### config.mk
export PLATFORM = sky130hd
export DESIGN_NAME = addr_mode_seq
export DESIGN_NICKNAME = d
export VERILOG_FILES = /design/src/rtl/asq_pkg.sv /design/src/rtl/asq_regfile.sv /design/src/rtl/asq_agu.sv /design/src/rtl/asq_ctrl.sv /design/src/rtl/addr_mode_seq.sv
export SDC_FILE = /design/constraint.sdc
export NUM_CORES = 1
export LEC_CHECK = 0
export BUFFER_PORTS_ARGS = -buffer_cell sky130_fd_sc_hd__buf_2
export CORE_MARGIN = 10
export CORE_UTILIZATION = 62
export CTS_CLUSTER_SIZE = 12
export DETAILED_ROUTE_END_ITERATION = 6
export HOLD_SLACK_MARGIN = 0.03
export PLACE_DENSITY = 0.87
export SLEW_MARGIN = 40
export SYNTH_ARGS = -nofsm -noshare
export SYNTH_HDL_FRONTEND = slang
export SYNTH_SLANG_ARGS = --single-unit
### constraint.sdc
create_clock -name clk -period 4.7 [get_ports clk]
set_clock_uncertainty 0.05 [all_clocks]
set_input_delay 0.705 -clock clk [delete_from_list [all_inputs] [get_ports clk]]
set_output_delay 0.705 -clock clk [all_outputs]
set_load 0.1 [all_outputs]
### src/rtl/asq_pkg.sv
package asq_pkg;

   typedef enum logic [3:0] {
      M_REG  = 4'd0,
      M_IMM  = 4'd1,
      M_DISP = 4'd2,
      M_RIND = 4'd3,
      M_IDX  = 4'd4,
      M_ABS  = 4'd5,
      M_MIND = 4'd6,
      M_AINC = 4'd7,
      M_ADEC = 4'd8
   } amode_e;

   localparam logic [3:0] MODE_LAST = 4'd8;

   typedef enum logic [2:0] {
      S_IDLE = 3'd0,
      S_EA   = 3'd1,
      S_MEM1 = 3'd2,
      S_MEM2 = 3'd3,
      S_UPD  = 3'd4,
      S_WB   = 3'd5
   } seq_state_e;

endpackage

### src/rtl/asq_regfile.sv
module asq_regfile #(
   parameter int DATA_W = 16,
   parameter int NREG   = 8,
   parameter int SEL_W  = $clog2(NREG)
) (
   input  logic              clk,
   input  logic              rst_n,
   input  logic [SEL_W-1:0]  ra_sel,
   input  logic [SEL_W-1:0]  rb_sel,
   input  logic [SEL_W-1:0]  rc_sel,
   output logic [DATA_W-1:0] ra_data,
   output logic [DATA_W-1:0] rb_data,
   output logic [DATA_W-1:0] rc_data,
   input  logic              w0_en,
   input  logic [SEL_W-1:0]  w0_sel,
   input  logic [DATA_W-1:0] w0_data,
   input  logic              w1_en,
   input  logic [SEL_W-1:0]  w1_sel,
   input  logic [DATA_W-1:0] w1_data
);

   if (NREG < 2) begin : g_bad_nreg
      $error("asq_regfile: NREG must be at least 2");
   end
   if ((1 << SEL_W) != NREG) begin : g_bad_sel
      $error("asq_regfile: NREG must equal 2**SEL_W");
   end

   logic [DATA_W-1:0] regs [NREG];

   // Port w1 (result) has priority over port w0 (base step).
   for (genvar i = 0; i < NREG; i++) begin : g_reg
      logic [DATA_W-1:0] q;
      always_ff @(posedge clk) begin
         if (!rst_n) begin
            q <= '0;
         end else if (w1_en && (w1_sel == SEL_W'(i))) begin
            q <= w1_data;
         end else if (w0_en && (w0_sel == SEL_W'(i))) begin
            q <= w0_data;
         end
      end
      assign regs[i] = q;
   end

   assign ra_data = regs[ra_sel];
   assign rb_data = regs[rb_sel];
   assign rc_data = regs[rc_sel];

endmodule

### src/rtl/asq_agu.sv
module asq_agu
   import asq_pkg::*;
#(
   parameter int DATA_W  = 16,
   parameter int ADDR_W  = 16,
   parameter int CONST_W = 16,
   parameter int STEP    = 1
) (
   input  logic [3:0]         mode,
   input  logic [DATA_W-1:0]  base_v,
   input  logic [DATA_W-1:0]  idx_v,
   input  logic [CONST_W-1:0] konst,
   output logic [ADDR_W-1:0]  ea,
   output logic [DATA_W-1:0]  base_inc,
   output logic [DATA_W-1:0]  base_dec
);

   localparam logic [DATA_W-1:0] STEP_V = DATA_W'(STEP);

   logic [ADDR_W-1:0] base_a, idx_a, k_a, dec_a;

   assign base_inc = base_v + STEP_V;
   assign base_dec = base_v - STEP_V;

   if (ADDR_W == DATA_W) begin : g_addr_full
      assign base_a = base_v;
      assign idx_a  = idx_v;
      assign dec_a  = base_dec;
   end else begin : g_addr_trunc
      assign base_a = base_v[ADDR_W-1:0];
      assign idx_a  = idx_v[ADDR_W-1:0];
      assign dec_a  = base_dec[ADDR_W-1:0];
   end

   if (CONST_W >= ADDR_W) begin : g_k_trunc
      assign k_a = konst[ADDR_W-1:0];
   end else begin : g_k_zext
      assign k_a = {{(ADDR_W-CONST_W){1'b0}}, konst};
   end

   always_comb begin
      case (mode)
         M_DISP:  ea = base_a + k_a;
         M_IDX:   ea = base_a + idx_a;
         M_ABS:   ea = k_a;
         M_ADEC:  ea = dec_a;
         default: ea = base_a;
      endcase
   end

endmodule

### src/rtl/asq_ctrl.sv
module asq_ctrl
   import asq_pkg::*;
#(
   parameter int DATA_W  = 16,
   parameter int ADDR_W  = 16,
   parameter int CONST_W = 16,
   parameter int SEL_W   = 3
) (
   input  logic               clk,
   input  logic               rst_n,
   input  logic               start,
   input  logic [3:0]         mode,
   input  logic [SEL_W-1:0]   dst_sel,
   input  logic [SEL_W-1:0]   base_sel,
   input  logic [SEL_W-1:0]   idx_sel,
   input  logic [CONST_W-1:0] konst,
   input  logic [ADDR_W-1:0]  ea_next,
   input  logic [DATA_W-1:0]  base_v,
   input  logic [DATA_W-1:0]  dst_v,
   input  logic [DATA_W-1:0]  base_inc,
   input  logic [DATA_W-1:0]  base_dec,
   input  logic [DATA_W-1:0]  mem_rdata,
   input  logic               mem_rvalid,
   output logic [3:0]         mode_q,
   output logic [SEL_W-1:0]   dst_q,
   output logic [SEL_W-1:0]   base_q,
   output logic [SEL_W-1:0]   idx_q,
   output logic [CONST_W-1:0] k_q,
   output logic               mem_rd_en,
   output logic [ADDR_W-1:0]  mem_addr,
   output logic               busy,
   output logic               done,
   output logic               illegal,
   output logic               bw_en,
   output logic [DATA_W-1:0]  bw_data,
   output logic               dw_en,
   output logic [DATA_W-1:0]  sum
);

   seq_state_e        state;
   logic [ADDR_W-1:0] ea_q;
   logic [DATA_W-1:0] opnd_q, dval_q;
   logic              issued, ill_q;
   logic              in_mem;

   assign in_mem    = (state == S_MEM1) || (state == S_MEM2);
   assign mem_rd_en = in_mem && !issued;
   assign mem_addr  = ea_q;
   assign busy      = (state != S_IDLE);
   assign done      = (state == S_WB);
   assign illegal   = done && ill_q;
   assign sum       = dval_q + opnd_q;
   assign dw_en     = done && !ill_q;
   assign bw_en     = (state == S_UPD);
   assign bw_data   = (mode_q == M_AINC) ? base_inc : base_dec;

   always_ff @(posedge clk) begin
      if (!rst_n) begin
         state  <= S_IDLE;
         mode_q <= '0;
         dst_q  <= '0;
         base_q <= '0;
         idx_q  <= '0;
         k_q    <= '0;
         ea_q   <= '0;
         opnd_q <= '0;
         dval_q <= '0;
         issued <= 1'b0;
         ill_q  <= 1'b0;
      end else begin
         case (state)
            S_IDLE: begin
               if (start) begin
                  mode_q <= mode;
                  dst_q  <= dst_sel;
                  base_q <= base_sel;
                  idx_q  <= idx_sel;
                  k_q    <= konst;
                  issued <= 1'b0;
                  ill_q  <= (mode > MODE_LAST);
                  state  <= (mode > MODE_LAST) ? S_WB : S_EA;
               end
            end
            S_EA: begin
               dval_q <= dst_v;
               ea_q   <= ea_next;
               case (mode_q)
                  M_REG: begin
                     opnd_q <= base_v;
                     state  <= S_WB;
                  end
                  M_IMM: begin
                     opnd_q <= DATA_W'(k_q);
                     state  <= S_WB;
                  end
                  M_ADEC:  state <= S_UPD;
                  default: state <= S_MEM1;
               endcase
            end
            S_MEM1: begin
               if (!issued) begin
                  issued <= 1'b1;
               end else if (mem_rvalid) begin
                  issued <= 1'b0;
                  if (mode_q == M_MIND) begin
                     ea_q  <= ADDR_W'(mem_rdata);
                     state <= S_MEM2;
                  end else begin
                     opnd_q <= mem_rdata;
                     state  <= (mode_q == M_AINC) ? S_UPD : S_WB;
                  end
               end
            end
            S_MEM2: begin
               if (!issued) begin
                  issued <= 1'b1;
               end else if (mem_rvalid) begin
                  issued <= 1'b0;
                  opnd_q <= mem_rdata;
                  state  <= S_WB;
               end
            end
            S_UPD: begin
               state <= (mode_q == M_ADEC) ? S_MEM1 : S_WB;
            end
            S_WB: begin
               state <= S_IDLE;
            end
            default: state <= S_IDLE;
         endcase
      end
   end

endmodule

### src/rtl/addr_mode_seq.sv
module addr_mode_seq #(
   parameter int DATA_W  = 16,
   parameter int ADDR_W  = 16,
   parameter int CONST_W = 16,
   parameter int NREG    = 8,
   parameter int STEP    = 1,
   parameter int SEL_W   = $clog2(NREG)
) (
   input  logic               clk,
   input  logic               rst_n,
   input  logic               start,
   input  logic [3:0]         mode,
   input  logic [SEL_W-1:0]   dst_sel,
   input  logic [SEL_W-1:0]   base_sel,
   input  logic [SEL_W-1:0]   idx_sel,
   input  logic [CONST_W-1:0] konst,
   output logic               busy,
   output logic               done,
   output logic               illegal,
   output logic [DATA_W-1:0]  res_data,
   output logic [DATA_W-1:0]  base_data,
   output logic [ADDR_W-1:0]  mem_addr,
   output logic               mem_rd_en,
   input  logic [DATA_W-1:0]  mem_rdata,
   input  logic               mem_rvalid
);

   if (ADDR_W > DATA_W) begin : g_bad_aw
      $error("addr_mode_seq: ADDR_W must not exceed DATA_W");
   end
   if (CONST_W > DATA_W) begin : g_bad_cw
      $error("addr_mode_seq: CONST_W must not exceed DATA_W");
   end
   if (STEP < 1) begin : g_bad_step
      $error("addr_mode_seq: STEP must be positive");
   end

   logic [3:0]         mode_q;
   logic [SEL_W-1:0]   dst_q, base_q, idx_q;
   logic [CONST_W-1:0] k_q;
   logic [DATA_W-1:0]  base_v, idx_v, dst_v;
   logic [DATA_W-1:0]  base_inc, base_dec, bw_data, sum;
   logic [ADDR_W-1:0]  ea_next;
   logic               bw_en, dw_en;

   asq_regfile #(
      .DATA_W (DATA_W),
      .NREG   (NREG),
      .SEL_W  (SEL_W)
   ) u_rf (
      .clk     (clk),
      .rst_n   (rst_n),
      .ra_sel  (base_q),
      .rb_sel  (idx_q),
      .rc_sel  (dst_q),
      .ra_data (base_v),
      .rb_data (idx_v),
      .rc_data (dst_v),
      .w0_en   (bw_en),
      .w0_sel  (base_q),
      .w0_data (bw_data),
      .w1_en   (dw_en),
      .w1_sel  (dst_q),
      .w1_data (sum)
   );

   asq_agu #(
      .DATA_W  (DATA_W),
      .ADDR_W  (ADDR_W),
      .CONST_W (CONST_W),
      .STEP    (STEP)
   ) u_agu (
      .mode     (mode_q),
      .base_v   (base_v),
      .idx_v    (idx_v),
      .konst    (k_q),
      .ea       (ea_next),
      .base_inc (base_inc),
      .base_dec (base_dec)
   );

   asq_ctrl #(
      .DATA_W  (DATA_W),
      .ADDR_W  (ADDR_W),
      .CONST_W (CONST_W),
      .SEL_W   (SEL_W)
   ) u_ctrl (
      .clk        (clk),
      .rst_n      (rst_n),
      .start      (start),
      .mode       (mode),
      .dst_sel    (dst_sel),
      .base_sel   (base_sel),
      .idx_sel    (idx_sel),
      .konst      (konst),
      .ea_next    (ea_next),
      .base_v     (base_v),
      .dst_v      (dst_v),
      .base_inc   (base_inc),
      .base_dec   (base_dec),
      .mem_rdata  (mem_rdata),
      .mem_rvalid (mem_rvalid),
      .mode_q     (mode_q),
      .dst_q      (dst_q),
      .base_q     (base_q),
      .idx_q      (idx_q),
      .k_q        (k_q),
      .mem_rd_en  (mem_rd_en),
      .mem_addr   (mem_addr),
      .busy       (busy),
      .done       (done),
      .illegal    (illegal),
      .bw_en      (bw_en),
      .bw_data    (bw_data),
      .dw_en      (dw_en),
      .sum        (sum)
   );

   // Retire view: the result write lands after any base step.
   assign res_data  = illegal ? dst_v : sum;
   assign base_data = (!illegal && (dst_q == base_q)) ? sum : base_v;

endmodule

==> results.cfg, run 1 <==
[critical_path]
timing.critical_path.arrival_ns = 3.74
start_kind = flip-flop
cpMaxStageDelayCell = sky130_fd_sc_hd__or3_4
cpMostUsedCell = sky130_fd_sc_hd__a21oi_1
path_max_fanout = 8
rr_worst_depth = 13
cp_num_buf_inv = 2
path_class = reg -> out
critPathMaxStageDelay_ns = 0.49
critical_path.reg2reg.startpoint = u_ctrl.base_q[0]$_SDFFE_PN0P_
crit_path_cell_trace = ha_1 > inv_1 > fa_1 > nor2b_1 > o21ai_0 > a21boi_1 > o211ai_1 > a21oi_1 > or3_4 > a211oi_4 > nor3_2 > a21oi_1 > buf_12
setup.reg_to_reg.worst_slack_ns = 0.66
worstSetupEndpointType = output pin
required_ns = 3.94
crit-reg2reg-capture = u_ctrl.mem_addr[7]$_SDFFE_PN0P_
top_cell_family_by_delay_on_the_critical_path = compound AO/OA/AOI/OAI gates

[clock_network]
clk_path_buf_depth = 3
clock_latency_ns = 0.55
cts_max_level = 1
cts_hold_buffers_added = 0
clkSinkCount = 210
clockRootBuffer = sky130_fd_sc_hd__clkbuf_16
total_clock_buffers_created_by_cts = 23
clock_tree_from_tritoncts = built
clkTransAtPathRegs_ns = 0.06

[routing]
drtPass1Iterations = 7
post-route-drc-count = 0
detail_route.wirelength_um = 60930
detailroute.via_count = 15710
route.antenna.remaining_nets = 0
detailroute.wirelength.met3_um = 8549
detailed_route_wire_length_per_cell_um = 28.38
routedLengthMet1_um = 20200
highest_metal_layer_used_by_the_detailed_router = met4
avgViaCountPerCell = 7.316
detailedRoute.firstIterationViolations = 2418
routed-wl-met2_um = 26630

[floorplan]
die_height_um = 176.9
fp_rows = 57
initial_core_util = 0.6296
floorplan.io_pins = 101
fp.dieW_um = 176.9
core_area_mm2 = 0.02425
die-area_mm2 = 0.03130

[logic_synthesis]
synth.largest_area_cell = sky130_fd_sc_hd__dfxtp_1
synthMostInstantiatedCell = sky130_fd_sc_hd__nand2_1
yosysSeqAreaShare = 0.2754
synth.ff_latch_count = 210
avgSynthCellArea_um2 = 8.753
number_of_enable_type_register_cells_in_the_synthesized_netlist = 0
synth.cells.most_frequent = sky130_fd_sc_hd__nand2_1 (262), sky130_fd_sc_hd__dfxtp_1 (210), sky130_fd_sc_hd__clkbuf_1 (104), sky130_fd_sc_hd__nor2_1 (104), sky130_fd_sc_hd__mux4_2 (96)
synth_async_sr_flop_share = 0
synthesis.instances = 1744
netlist-cell-type-count = 88
syn-num-nets = 1826
yosysWarnings = 0
synth_top_area_share = 0.2754
synth.cell_area_mm2 = 0.01527
post_synth_main_area_contributors = sky130_fd_sc_hd__dfxtp_1 (28%), sky130_fd_sc_hd__mux4_2 (14%), sky130_fd_sc_hd__nand2_1 (6.4%), sky130_fd_sc_hd__a21boi_0 (3.5%), sky130_fd_sc_hd__a22oi_1 (3.2%)
postSynth.topFlopCell = sky130_fd_sc_hd__dfxtp_1

[placed_design]
buffer_ports.inserted = 100
post-place-cells = 2106
dp_hpwl_um = 42590
pre_cts_ws_ns = 0.3581
post_place_cell_area_mm2 = 0.01657
weighted_congestion_at_the_end_of_routability_driven_global_placement = 1.018

[sta]
slew-limit-headroom = 0.3108
ratio_of_final_minimum_period_to_clock_period = 0.9554
worst-slew-pin-transition_ns = 1.005
finalHoldViolations = 0
finalSetupViolations = 0
clock.fmax_ghz = 0.2227
min_period_ns = 4.490
final.setup.worst_slack_ns = 0.2095
maxSlewViolCount = 0

[final_layout]
utilization_of_the_core_after_routing = 0.7158
syn2layout_area_growth_pct = 13.70
fill_cells = 1822
final_design_area_no_fill_mm2 = 0.01736
final_nets = 1889
final_cells = 2147
drive_gt1_frac = 0.2058

[flow_run]
max_cap_violations = 0

[grt]
gr_ovfl_total = 0
grt_first_pass_wirelength_um = 89720
first_global_vias = 14910
initial_antenna_violation_count = 1
grt.total_usage = 0.3746
maximum_number_of_pins_on_one_net_before_global_route_repair = 115

[worst_hold_path]
hold_start = dst_sel[1]
min_delay_worst_endpoint = u_ctrl.dst_q[1]$_SDFFE_PN0P_
hp-class = in -> reg
min_path_cells = 3

[status]
status = complete, no violations
kinds of logic (layout without fill, tap and decap cells):
| logic type | Yosys count | count (layout) | share of synthesized area |
|---|---|---|---|
| AOI/OAI and AO/OA | 546 | 546 | 0.2556 |
| xor gates and xnor gates | 39 | 39 | 0.02533 |
| adders and majority gates | 34 | 34 | 0.02869 |
| buffers and inverters | 163 | 241 | 0.04327 |
| DFF | 210 | 210 | 0.2754 |
| muxes | 144 | 144 | 0.1807 |
| other | 0 | 1 | 0 |
| and+or+nand+nor | 608 | 608 | 0.1910 |
worst min-delay path: cells and delay by family:
family | cells | cell delay, ns
AND/OR/NAND/NOR | 1 | 0.04
buffers and inverters | 1 | 0.10
AO/OA/AOI/OAI | 1 | 0.06
layout by cell type (no fill, tap or decap), drive strengths merged, types with 10 or more instances in the layout:
master | netlist | layout
nor2b | 38 | 38
o21ai | 94 | 94
o22ai | 14 | 14
a221oi | 18 | 18
o31ai | 14 | 14
mux2i | 47 | 47
buf | 31 | 172
clkbuf | 104 | 37
a22oi | 72 | 72
and3 | 10 | 10
nand2b | 10 | 10
o221ai | 30 | 30
inv | 28 | 29
a21oi | 81 | 81
a211oi | 27 | 27
or3 | 18 | 18
nand2 | 262 | 262
nor2 | 104 | 104
nor3b | 13 | 13
o211a | 27 | 27
mux4 | 96 | 96
a21boi | 97 | 97
nor4 | 12 | 12
dfxtp | 210 | 210
nand3 | 38 | 38
o21a | 14 | 14
nor3 | 32 | 32
o211ai | 12 | 12
and2 | 48 | 48
ha | 31 | 31
xnor2 | 32 | 32
layout make-up:
type                       count  area, µm²  area share
tap                          324      405.4     0.02335
clock inverter                 4      35.03    0.002018
timing repair buffer         173       1338     0.07706
sequential                   210       4214      0.2428
inverter                      28      105.1    0.006055
multi-input combinational   1371      10550      0.6080
antenna                        1      2.502   0.0001442
clock buffer                  36      704.4     0.04058
sequential cells by signal, indices dropped and copies added, names as in the netlist:
register,flops
u_rf.g.q,128
u_ctrl.dval_q,16
u_ctrl.k_q,16
u_ctrl.mem_addr,16
u_ctrl.opnd_q,16
u_ctrl.mode_q,4
u_ctrl.base_q,3
u_ctrl.dst_q,3
u_ctrl.idx_q,3
u_ctrl.state,3
u_ctrl.ill_q,1
u_ctrl.issued,1
per-stage QoR:
| stage | hold slack (ns) | setup TNS [ns] |
|---|---|---|
| detailed placement | 0.4068 | 0 |
| floorplan | 0.3880 | -0.2375 |
| CTS | 0.3418 | 0 |
| global placement | 0.4014 | 0 |
| finish | 0.3458 | 0 |
| global route | 0.3538 | -0.01271 |
layer usage:
metal | vias to the layer above | track usage
met5 | - | 0
met1 | 7296 | 0.4367
li1 | 6687 | -
met3 | 383 | 0.1101
met4 | 0 | 0.2921
met2 | 1342 | 0.5707
worst max path at each step:
| stage | end | cells past startpoint | startpoint |
|---|---|---|---|
| detailed placement | res_data[14] | 13 | u_ctrl.dval_q[0]$_SDFFE_PN0P_ |
| finish | res_data[14] | 13 | u_ctrl.dval_q[0]$_SDFFE_PN0P_ |
| global route | res_data[14] | 13 | u_ctrl.dval_q[0]$_SDFFE_PN0P_ |
| CTS | res_data[14] | 13 | u_ctrl.dval_q[0]$_SDFFE_PN0P_ |
| floorplan | res_data[14] | 12 | u_ctrl.dval_q[0]$_SDFFE_PN0P_ |
| global placement | res_data[14] | 13 | u_ctrl.dval_q[0]$_SDFFE_PN0P_ |
what timing repair did:
item                                    in CTS  in global routing
gates resized for setup                      1                  4
endpoints found under the setup margin       2                  4
setup buffers                                0                  0
pin swaps                                    0                  0
Power of run 1 is not shown: default switching activity piles up to over one toggle a cycle in this logic, so the estimate is an artifact.
==> run 2: changes to the inputs <==
Settings changed: CORE_UTILIZATION 62 to 63, PLACE_DENSITY 0.87 to 0.88, SYNTH_HIERARCHICAL set to 1.
==> run 2 against run 1 <==
The flow now finishes with violations (design-rule violations). Synthesized cell count grew 1.7%. Synthesized area grew 4.1%. Cell area shrank 1.1%. Critical path depth shrank 3. Critical endpoint is now res_data[12]. Critical path type unchanged. First-iteration DRC count grew 12%.
==> results.cfg, run 2 <==
[status]
status = complete, but fails checks
violations_in_the_final_reports = design-rule violations

[routing]
avgViaCountPerCell = 7.333
drtPass1Iterations = 7
detailedRoute.firstIterationViolations = 2708
post-route-drc-count = 37
detail_route.wirelength_um = 54730
route.antenna.remaining_nets = 0
detailed_route_wire_length_per_cell_um = 25.77
detailroute.via_count = 15580

[floorplan]
initial_core_util = 0.6349
die-area_mm2 = 0.03198
floorplan.io_pins = 101
fp_rows = 58
fp.dieW_um = 178.8
die_height_um = 178.8
core_area_mm2 = 0.02504

[critical_path]
critical_path.reg2reg.startpoint = u_ctrl/base_q[0]$_SDFFE_PN0P_
timing.critical_path.arrival_ns = 3.84
path_class = reg -> out
required_ns = 3.94
start_kind = flip-flop
rr_worst_depth = 13
path_max_fanout = 10
timing.critical_path.from = u_ctrl/opnd_q[0]$_SDFFE_PN0P_
worstSetupEndpointType = output pin

[final_layout]
largest_register_ffs = 128
drive_gt1_frac = 0.1941
final_nets = 1867
fill_cells = 1802
layout.area.seq_mm2 = 0.004209
syn2layout_area_growth_pct = 8.037
final_cells = 2124
layout.cells.most_common = sky130_fd_sc_hd__nand2_1
multi_input_logic_area_mm2 = 0.01084
registers.top_by_ff_count = u_rf/g.q
layout_common_cells = sky130_fd_sc_hd__nand2_1 (417), sky130_fd_sc_hd__dfxtp_1 (206), sky130_fd_sc_hd__o21ai_0 (144)

[sta]
worst-slew-pin-transition_ns = 0.8921
timing.setup.tns_ns = 0
clock.fmax_ghz = 0.2178
min_period_ns = 4.591
maxSlewViolCount = 0
slew-limit-headroom = 0.4053
finalHoldViolations = 0
ratio_of_final_minimum_period_to_clock_period = 0.9768
finalSetupViolations = 0

[grt]
initial_antenna_violation_count = 1
maximum_number_of_pins_on_one_net_before_global_route_repair = 119
grt.total_usage = 0.3288
first_global_vias = 14940
grt_first_pass_wirelength_um = 83190
gr_ovfl_total = 0

[clock_network]
clkSinkCount = 210
clockRootBuffer = sky130_fd_sc_hd__clkbuf_16
total_clock_buffers_created_by_cts = 23
cts_max_level = 1
clock_tree_from_tritoncts = built
clk_path_buf_depth = 3
clkTransAtPathRegs_ns = 0.06
clock_latency_ns = 0.55

[placed_design]
dp_hpwl_um = 36740
post-place-cells = 2085
buffer_ports.inserted = 100
weighted_congestion_at_the_end_of_routability_driven_global_placement = 0.9693

[pwr]
vdd_ir_drop_max_uv = 482.8
power.static_leakage_nw = 6.904
p_per_area_mw_per_mm2 = 625.9

[logic_synthesis]
synth.cells.most_frequent = sky130_fd_sc_hd__nand2_1 (418), sky130_fd_sc_hd__dfxtp_1 (210), sky130_fd_sc_hd__o21ai_0 (144)
number_of_enable_type_register_cells_in_the_synthesized_netlist = 0
synth_top_area_share = 0.2645
avgSynthCellArea_um2 = 8.960
synth_async_sr_flop_share = 0
post_synth_main_area_contributors = sky130_fd_sc_hd__dfxtp_1 (26%), sky130_fd_sc_hd__mux4_1 (15%), sky130_fd_sc_hd__nand2_1 (9.9%), sky130_fd_sc_hd__mux2_2 (7.9%), sky130_fd_sc_hd__a31oi_1 (5.3%)
synth.cell_area_mm2 = 0.01590
yosysWarnings = 6
synth.largest_area_cell = sky130_fd_sc_hd__dfxtp_1
syn-num-nets = 1861
synthesis.instances = 1774
yosysSeqAreaShare = 0.2645
netlist-cell-type-count = 74
synthMostInstantiatedCell = sky130_fd_sc_hd__nand2_1
synth.ff_latch_count = 210
postSynth.topFlopCell = sky130_fd_sc_hd__dfxtp_1

[worst_hold_path]
hp-class = in -> reg
min_path_cells = 3
hold_start = dst_sel[0]

[flow_run]
max_cap_violations = 0
## run 2: cell count changes in the layout (fill, tap and decap cells not counted), moves of 25 or more
| cell | delta |
|---|---|
| sky130_fd_sc_hd__nand2_1 | +155 |
| sky130_fd_sc_hd__a31oi_1 | +132 |
| sky130_fd_sc_hd__mux2_2 | +111 |
| sky130_fd_sc_hd__mux4_1 | +90 |
| sky130_fd_sc_hd__mux4_2 | -90 |
| sky130_fd_sc_hd__nor2_1 | -65 |
| sky130_fd_sc_hd__a22oi_1 | -62 |
| sky130_fd_sc_hd__o21ai_0 | +62 |
| sky130_fd_sc_hd__a21oi_1 | -53 |
| sky130_fd_sc_hd__and2_1 | -45 |
| sky130_fd_sc_hd__o221ai_1 | -29 |
| sky130_fd_sc_hd__a21boi_0 | -25 |
| sky130_fd_sc_hd__a21boi_1 | -25 |
## run 2: kinds of logic after synthesis
logic type | Yosys count | share of synthesized area
DFF | 210 | 0.2645
buffers and inverters | 181 | 0.06140
and+or+nand+nor | 571 | 0.1631
muxes | 256 | 0.2668
adders and majority gates | 38 | 0.03086
xor gates and xnor gates | 55 | 0.03031
AOI/OAI and AO/OA | 463 | 0.1831
## run 2: worst paths after layout
check	end	slack, ns
worst max register to register	u_ctrl/mem_addr[10]$_SDFFE_PN0P_	0.26
worst min-delay path	u_ctrl/dst_q[0]$_SDFFE_PN0P_	0.35
worst max-delay path	res_data[12]	0.11
worst min register to register	u_ctrl/dval_q[12]$_SDFFE_PN0N_	0.42
## run 2: where the power goes
| group | total (mW) | switching [mW] | internal, mW | leakage, nW |
|---|---|---|---|---|
| Combinational | 6.48 | 4.48 | 2.00 | 4.83 |
| Sequential | 2.40 | 0.358 | 2.04 | 1.70 |
| Clock | 1.87 | 0.775 | 1.10 | 0.372 |
## run 2: critical path, cell delays in order (launching register included)
cell,delay [ns]
sky130_fd_sc_hd__dfxtp_1,0.31
sky130_fd_sc_hd__ha_1,0.22
sky130_fd_sc_hd__fa_1,0.43
sky130_fd_sc_hd__a21o_1,0.25
sky130_fd_sc_hd__a311oi_1,0.36
sky130_fd_sc_hd__o21a_1,0.29
sky130_fd_sc_hd__a21oi_1,0.17
sky130_fd_sc_hd__a31oi_1,0.30
sky130_fd_sc_hd__xnor2_2,0.28
sky130_fd_sc_hd__mux2_2,0.26
sky130_fd_sc_hd__buf_2,0.42
## run 2: layout make-up
cell class                 count  area share
multi-input combinational   1383      0.6310
sequential                   210      0.2451
timing repair buffer         153     0.05399
clock buffer                  33     0.03920
tap                          330     0.02404
clock inverter                 5    0.004590
inverter                       9    0.001967
antenna                        1   0.0001457
## run 2: metrics by stage
stage	area [µm²]	util	hold WS [ns]	total power [mW]	setup WS, ns
2_1_floorplan	15900	-	0.3926	7.358	0.7595
6_report	17170	0.6859	0.3506	10.75	0.1088
3_3_place_gp	16280	0.6504	0.4057	8.414	0.4563
3_5_place_dp	16330	0.6522	0.4183	8.574	0.3961
5_1_grt	17170	0.6858	0.3544	11.09	-0.02644
4_1_cts	17090	0.6826	0.3402	10.47	0.02132
## run 2: metal layers
metal	vias up	routed length [µm]	track usage
met5	-	0	0
met1	7242	19100	0.3882
met3	393	6521	0.07456
met4	0	4404	0.2187
met2	1337	24710	0.5276
li1	6603	-	-
## run 2: timing repair
item                       4_1_cts  5_1_grt
gates cloned                     0        0
setup buffers                    0        0
setup endpoints to repair        2        4
pin swaps                        0        1
hold buffers                     0        0
resized for setup                2        7
No activity file was read; power rests on OpenSTA's default activity.
